==> src/rtl/otp_seq_pkg.sv <==
package otp_seq_pkg;
  typedef enum logic [2:0] {
    ST_IDLE  = 3'd0,
    ST_SETUP = 3'd1,
    ST_PULSE = 3'd2,
    ST_VWAIT = 3'd3,
    ST_FCHK  = 3'd4
  } seq_st_e;
endpackage

==> src/rtl/otp_seq_counter.sv <==
module otp_seq_counter #(
  parameter int W = 4
) (
  input  logic         clk,
  input  logic         rst_n,
  input  logic         clr,
  input  logic         en,
  output logic [W-1:0] cnt_o
);
  logic [W-1:0] cnt_d;

  always_comb begin
    cnt_d = cnt_o;
    if (clr)     cnt_d = '0;
    else if (en) cnt_d = cnt_o + 1'b1;
  end

  always_ff @(posedge clk or negedge rst_n) begin
    if (!rst_n) cnt_o <= '0;
    else        cnt_o <= cnt_d;
  end
endmodule

==> src/rtl/otp_seq_match.sv <==
module otp_seq_match #(
  parameter int DATA_W = 16,
  parameter int LANE_W = 8
) (
  input  logic [DATA_W-1:0] a_i,
  input  logic [DATA_W-1:0] b_i,
  output logic              eq_o
);
  localparam int LANES = (DATA_W + LANE_W - 1) / LANE_W;

  logic [LANES-1:0] lane_eq;

  for (genvar g = 0; g < LANES; g++) begin : g_lane
    localparam int LO = g * LANE_W;
    localparam int HI = (LO + LANE_W > DATA_W) ? DATA_W - 1 : LO + LANE_W - 1;
    assign lane_eq[g] = (a_i[HI:LO] == b_i[HI:LO]);
  end

  assign eq_o = &lane_eq;
endmodule

==> src/rtl/otp_prog_seq.sv <==
module otp_prog_seq
  import otp_seq_pkg::*;
#(
  parameter int DATA_W     = 16,
  parameter int N_WORDS    = 8,
  parameter int PULSE_CYC  = 16,
  parameter int SETTLE_CYC = 4,
  parameter int MAX_PULSES = 25,
  localparam int ADDR_W    = (N_WORDS > 1) ? $clog2(N_WORDS) : 1
) (
  input  logic              clk,
  input  logic              rst_n,
  input  logic              start_i,
  output logic [ADDR_W-1:0] addr_o,
  input  logic [DATA_W-1:0] exp_word_i,
  output logic [DATA_W-1:0] mem_wdata_o,
  input  logic [DATA_W-1:0] mem_rdata_i,
  output logic              mem_pgm_n_o,
  output logic              mem_oe_n_o,
  output logic              vpp_req_o,
  output logic              done_o,
  output logic              pass_o,
  output logic              fail_o
);
  localparam int TMAX  = (PULSE_CYC > SETTLE_CYC) ? PULSE_CYC : SETTLE_CYC;
  localparam int TMR_W = $clog2(TMAX + 1);
  localparam int NP_W  = $clog2(MAX_PULSES + 1);
  localparam logic [ADDR_W-1:0] LAST_ADDR  = ADDR_W'(N_WORDS - 1);
  localparam logic [TMR_W-1:0]  PULSE_LAST = TMR_W'(PULSE_CYC - 1);
  localparam logic [TMR_W-1:0]  SETL_LAST  = TMR_W'(SETTLE_CYC - 1);
  localparam logic [NP_W-1:0]   NP_LIMIT   = NP_W'(MAX_PULSES);

  seq_st_e           st_q, st_d;
  logic [ADDR_W-1:0] addr_q, addr_d;
  logic              done_q, done_d;
  logic              pass_q, pass_d;
  logic              fail_q, fail_d;
  logic [TMR_W-1:0]  tmr;
  logic              tmr_term, tmr_clr;
  logic [NP_W-1:0]   npulse;
  logic              np_clr, np_inc;
  logic              word_ok;

  // cycle timer for setup, pulse and read windows
  assign tmr_term = (st_q == ST_PULSE) ? (tmr == PULSE_LAST) : (tmr == SETL_LAST);
  assign tmr_clr  = (st_q == ST_IDLE) || tmr_term;

  otp_seq_counter #(.W(TMR_W)) u_tmr (
    .clk   (clk),
    .rst_n (rst_n),
    .clr   (tmr_clr),
    .en    (1'b1),
    .cnt_o (tmr)
  );

  // pulses applied to the current word
  assign np_inc = (st_q == ST_PULSE) && tmr_term;

  otp_seq_counter #(.W(NP_W)) u_npulse (
    .clk   (clk),
    .rst_n (rst_n),
    .clr   (np_clr),
    .en    (np_inc),
    .cnt_o (npulse)
  );

  otp_seq_match #(.DATA_W(DATA_W), .LANE_W(8)) u_match (
    .a_i  (mem_rdata_i),
    .b_i  (exp_word_i),
    .eq_o (word_ok)
  );

  always_comb begin
    st_d   = st_q;
    addr_d = addr_q;
    done_d = 1'b0;
    pass_d = pass_q;
    fail_d = fail_q;
    np_clr = 1'b0;
    unique case (st_q)
      ST_IDLE: begin
        if (start_i) begin
          st_d   = ST_SETUP;
          addr_d = '0;
          pass_d = 1'b0;
          fail_d = 1'b0;
          np_clr = 1'b1;
        end
      end
      ST_SETUP: if (tmr_term) st_d = ST_PULSE;
      ST_PULSE: if (tmr_term) st_d = ST_VWAIT;
      ST_VWAIT: begin
        if (tmr_term) begin
          if (word_ok) begin
            np_clr = 1'b1;
            if (addr_q == LAST_ADDR) begin
              st_d   = ST_FCHK;
              addr_d = '0;
            end else begin
              st_d   = ST_SETUP;
              addr_d = addr_q + 1'b1;
            end
          end else if (npulse == NP_LIMIT) begin
            st_d   = ST_IDLE;
            fail_d = 1'b1;
            done_d = 1'b1;
          end else begin
            st_d = ST_SETUP;
          end
        end
      end
      ST_FCHK: begin
        if (tmr_term) begin
          if (!word_ok) begin
            st_d   = ST_IDLE;
            fail_d = 1'b1;
            done_d = 1'b1;
          end else if (addr_q == LAST_ADDR) begin
            st_d   = ST_IDLE;
            pass_d = 1'b1;
            done_d = 1'b1;
          end else begin
            addr_d = addr_q + 1'b1;
          end
        end
      end
      default: st_d = ST_IDLE;
    endcase
  end

  always_ff @(posedge clk or negedge rst_n) begin
    if (!rst_n) begin
      st_q   <= ST_IDLE;
      addr_q <= '0;
      done_q <= 1'b0;
      pass_q <= 1'b0;
      fail_q <= 1'b0;
    end else begin
      st_q   <= st_d;
      addr_q <= addr_d;
      done_q <= done_d;
      pass_q <= pass_d;
      fail_q <= fail_d;
    end
  end

  assign addr_o      = addr_q;
  assign mem_wdata_o = exp_word_i;
  assign mem_pgm_n_o = (st_q != ST_PULSE);
  assign mem_oe_n_o  = !((st_q == ST_VWAIT) || (st_q == ST_FCHK));
  assign vpp_req_o   = (st_q == ST_SETUP) || (st_q == ST_PULSE) || (st_q == ST_VWAIT);
  assign done_o      = done_q;
  assign pass_o      = pass_q;
  assign fail_o      = fail_q;
endmodule

==> config.mk <==
export PLATFORM = sky130hd
export DESIGN_NAME = otp_prog_seq
export DESIGN_NICKNAME = d
export VERILOG_FILES = /design/src/rtl/otp_seq_pkg.sv /design/src/rtl/otp_seq_counter.sv /design/src/rtl/otp_seq_match.sv /design/src/rtl/otp_prog_seq.sv
export SDC_FILE = /design/constraint.sdc
export NUM_CORES = 1
export LEC_CHECK = 0
export ABC_AREA = 1
export CORE_UTILIZATION = 43
export CTS_BUF_LIST = sky130_fd_sc_hd__clkbuf_4 sky130_fd_sc_hd__clkbuf_8 sky130_fd_sc_hd__clkbuf_16
export CTS_CLUSTER_DIAMETER = 150
export CTS_CLUSTER_SIZE = 10
export DETAILED_ROUTE_END_ITERATION = 10
export PLACE_DENSITY = 0.83
export REMOVE_ABC_BUFFERS = 1
export SETUP_SLACK_MARGIN = 0.4
export SLEW_MARGIN = 20
export SYNTH_ARGS = -nofsm -noshare
export SYNTH_HDL_FRONTEND = slang
export SYNTH_SLANG_ARGS = --single-unit
==> constraint.sdc <==
create_clock -name clk -period 1.99 [get_ports clk]
set_input_delay 0.597 -clock clk [delete_from_list [all_inputs] [get_ports clk]]
set_output_delay 0.597 -clock clk [all_outputs]
set_load 0.1 [all_outputs]
# Word level (Yosys, flattened, before mapping)
# Index checks and enable logic that the tools add are counted.
# totals
elab_cells	94
mem_count	0
reg_bits	19
latchBits	0
mem_bits_rw	0
romBits	0
in_bits	35
# op_classes
n_lt_le_gt_ge	0
n_addsub	3
shift	0
eq_ne	24
reduce_logical	15
mux	45
div	0
mul	0
bitwise	0
# op_table
op	count
$mux 3	16
$ne 2x2->1 const B	12
$mux 1	20
$eq 8x8->1	2
$mux 5	3
$pmux 3 s5	1
$reduce_and 7->1	2
$add 5x1->5 const B	2
$pmux 3 s3	1
$eq 3x2->1 const B	2
$eq 3x3->1 const B	2
$pmux 1 s2	3
$reduce_and 6->1	1
$eq 5x2->1 const B	1
$eq 5x4->1 const B	1
$eq 5x5->1 const B	1
$reduce_and 5->1	1
$logic_or 1x1->1	4
$reduce_bool 2->1	2
$add 3x1->3 const B	1
$eq 3x1->1 const B	1
$logic_not 3->1	1
$ne 3x2->1 const B	1
$ne 3x3->1 const B	1
other kinds (5)	5

# Logic depth before layout (Yosys ltp)
# logic_depth
word_depth	6
ltp_mapped	12
mapped_depth_nobuf	12

# Modules after synthesis
# Synthesis repeated with hierarchy kept, for this count alone.
# unflattened
cells_unflattened	231
area_unflattened_um2	1581.5
# modules_own_cells
mod	seq_area_each_um2	area_each_um2	cells_per_inst	instances
otp_prog_seq	225.2	802.0	116	1
otp_seq_counter	125.1	266.5	32	2
otp_seq_match	0.0	246.5	51	1

# Worst setup path after synthesis
# Ideal clock, no wire load.
# synth_timing
path_kind	register -> output
start	register st_q[2]
end	output vpp_req_o
t_arrival_ns	1.753
n_path_buf	1
path_stages_with_launch	3
path_slack_ns	-0.360
required_time_ns	1.393
path_cell_list	dfrtp_1 buf_6 nor2_1
# synth_via
elab_chain_cells	3
elab_cells_between_ends	5
cone_classes	eq/ne: 3; reduce/logical: 2
# synth_lines
item	line	text
start, declared	otp_prog_seq.sv:33	seq_st_e st_q, st_d;
start signal, assigned	otp_prog_seq.sv:139	st_q <= st_d;
$eq 3x1->1 or $eq 3x2->1 (tied branches)	otp_prog_seq.sv:151	assign vpp_req_o = (st_q == ST_SETUP) || (st_q == ST_PULSE) || (st_q == ST_VWAIT);
$logic_or 1x1->1	otp_prog_seq.sv:151	
$logic_or 1x1->1 (*)	otp_prog_seq.sv:151	
end, declared	otp_prog_seq.sv:20	output logic vpp_req_o,
# Mark *: on every way between the ends. The rest lies on a longest branch, timed or not.

# Final worst setup path
# layout_timing
start	register st_q[2]
end	output mem_pgm_n_o
# layout_via
elab_chain_cells	1
# layout_lines
item	line	text
$ne 3x2->1	otp_prog_seq.sv:149	assign mem_pgm_n_o = (st_q != ST_PULSE);
end, declared	otp_prog_seq.sv:18	output logic mem_pgm_n_o,
# No other way between the ends.

==> run_results.csv <==
group,metric,value,unit
worst_hold_path,worstHoldPathCells,1,
grt,gr-usage-all-layers,25.5,%
worst_setup_path,cp_max_fo,6,
synthesis,avgSynthCellArea,6.69,µm²
route,wl_per_cell,15.3,µm
cells_and_area,fillers,198,
sta,worst_pin_slew,0.366,ns
synthesis,syn_area,0.00158,mm²
clocking,insertion_delay,0.31,ns
route,drt-pass1-iter-count,4,
sta,holdWs,0.476,ns
sta,fin_crit,1.92,ns
floorplanning,start_util,46.2,%
sta,final.period_utilization,96.7,%
worst_setup_path,critical_path_required,1.39,ns
worst_setup_path,cp-start-kind,"flip-flop",
sta,max-slew-margin-rel,75.4,%
power_and_ir_drop,irDropWorstVdd,1.01,mV
synthesis,ys_warn_count,0,
floorplanning,io-pin-count,60,
sta,fmax,520,MHz
synthesis,synth_top_area_cell,"dfrtp_1",
cells_and_area,drive_above_1_share,38.4,%
place,dp_hpwl,3.06,mm
cells_and_area,syn_to_final_growth,75.0,%
worst_setup_path,path_class,"reg -> out",
grt,grt_pass1_wl,7.96,mm
route,routed_wl,5.52,mm
worst_hold_path,hp-class,"reg -> reg",
status,outcome,"finished, final reports clean",
clocking,cts_tree,"yes",
synthesis,ys_top_cells_by_area,"dfrtp_1 30%, nand2_1 14%, nor2_1 11%, inv_1 8.8%, buf_4 7.6%",
sta,setup_viol,0,
grt,antenna_found_initial,0,
place,io_buffer_count,59,
synthesis,seq_area_frac_synth,30.1,%
sta,fin_worst_skew,0.0156,ns
power_and_ir_drop,p_leak,0.00147,µW
place,placed_cell_area,0.00245,mm²
synthesis,ys_seq_elements,19,
clocking,cts.sinks,19,
floorplanning,die_w,62.6,µm
cells_and_area,diodes,0,
route,via_per_inst,5.01,
clocking,htreeDepth,1,
route,drcViolationCount,0,
cells_and_area,stdcell_area,0.00276,mm²
floorplanning,rows,21,
sta,hold_viol,0,
place,place.gp.congestion,0.911,
route,drt_iter0_markers,80,
floorplanning,die_y,62.6,µm
synthesis,synth_top_area_share,30.1,%
sta,maxSlewViolCount,0,
route,wl_met1,2.07,mm
floorplanning,die_area,0.00392,mm²
power_and_ir_drop,totalPowerFinal,2910,µW
synthesis,synthCells,236,
clocking,clockBufferDepth,2,
route,num_vias,1809,
clocking,clk_transition_reported_paths,0.12,ns
route,wl_met2,2.78,mm
clocking,numCtsBuffers,3,
grt,first_global_vias,1722,
worst_setup_path,worst_setup_path_end_kind,"output port",
worst_setup_path,r2r_cells,12,
sta,rsz0062_at_grt,"yes",
route,routed.top_layer,"met4",
grt,grt-ovfl-total,0,
floorplanning,core_area,0.00342,mm²
route,ant_nets,0,
synthesis,ys_types,26,
cells_and_area,nets,356,
flow_run,max-cap-violations,0,
power_and_ir_drop,p_per_area,1050,mW/mm²
route,wl_met3,376,µm
worst_setup_path,cp_data_arrival_time,1.33,ns
grt,grt_max_degree,20,
clocking,cts_root_buf,"clkbuf_4",
kinds of logic after synthesis:
group	synth area share [%]
xor gates and xnor gates	3.88
buffers and inverters	18.1
adders and majority gates	3.96
DFF	30.1
and+or+nand+nor	39.1
AOI/OAI and AO/OA	4.91
layout make-up:
class | instances | area (µm²) | share of cell area [%]
Inverter | 41 | 154 | 5.57
Sequential cell | 19 | 479 | 17.3
Clock buffer | 4 | 30.0 | 1.09
Multi-Input combinational cell | 159 | 952 | 34.5
Timing Repair Buffer | 92 | 1090 | 39.4
Tap cell | 46 | 57.6 | 2.08
worst paths after layout:
kind | from | slack, ns | to
max in group asynchronous | rst_n | 1.14 | st_q[0]
hold reg to reg | u_tmr.cnt_o[0] | 0.48 | u_tmr.cnt_o[0]
min in group asynchronous | rst_n | 0.61 | u_npulse.cnt_o[0]
setup / recovery | st_q[2] | 0.07 | mem_pgm_n_o
setup reg to reg | st_q[2] | 0.15 | st_q[1]
hold / removal | u_tmr.cnt_o[0] | 0.48 | u_tmr.cnt_o[0]
per-layer routing:
layer	vias to the layer above	global-route usage, %
met2	96	45.0
met4	0	12.8
met1	825	29.1
met3	31	4.74
met5	-	0
li1	857	-
worst max-delay path, stage by stage (launching register included):
cell and delay [ns]:
dfrtp_2 0.50, buf_6 0.15, nor2_4 0.09, nand2_2 0.10, buf_12 0.18
state kept, by name, indices dropped and copies added (netlist names):
name	flops
done_o	1
fail_o	1
u_tmr.cnt_o	5
addr_o	3
st_q	3
u_npulse.cnt_o	5
pass_o	1
cell usage after synthesis:
cell type  number
nand2_1        57
o21ai_4         1
nand3_2         1
xor2_1          5
nor3_1          3
nor2_2          6
inv_2           4
buf_6           1
o22ai_2         1
o21ai_2         1
inv_1          37
nor2_4          3
xnor2_1         2
or2_2           1
nand3b_4        1
nand2_4         2
ha_1            5
nand3_1        12
nor2_1         46
dfrtp_1        19
or2_0           1
nand4_1         1
nand2_2         2
o21ai_1         2
buf_4          16
a21oi_1         6
power by group:
| group | switching (µW) | leakage (µW) | internal (µW) | total [µW] |
|---|---|---|---|---|
| Sequential | 112 | 0.000250 | 483 | 595 |
| Combinational | 1310 | 0.00120 | 792 | 2100 |
| Clock | 122 | 0.0000184 | 91.8 | 214 |
per-stage QoR:
| step | worst slack, ns | utilization [%] | cells | setup TNS (ns) |
|---|---|---|---|---|
| after CTS | 0.0852 | 75.7 | 353 | 0 |
| after floorplan | -0.369 | - | 219 | -1.43 |
| final | 0.0661 | 80.9 | 361 | 0 |
| after detailed placement | -0.291 | 71.8 | 338 | -3.32 |
| after global routing | 0.0279 | 80.9 | 361 | 0 |
| after global placement | -0.200 | 71.8 | 338 | -2.23 |
cell usage in the layout (no fill, tap or decap), types with 7 or more instances in the layout:
cell	count
nand2_1	52
nor2_1	42
inv_1	36
buf_12	25
buf_4	21
buf_6	21
dfrtp_1	16
dlygate4sd2_1	16
nor2_4	10
nand3_1	8
buf_2	7
repair_timing:
item | in CTS | in global routing
buffers inserted | 11 | 8
pin swaps | 14 | 11
endpoints found under the setup margin | 33 | 31
resized for setup | 113 | 31
hold buffers | 0 | 0
Note: power is estimated with default switching activity, not from simulation.
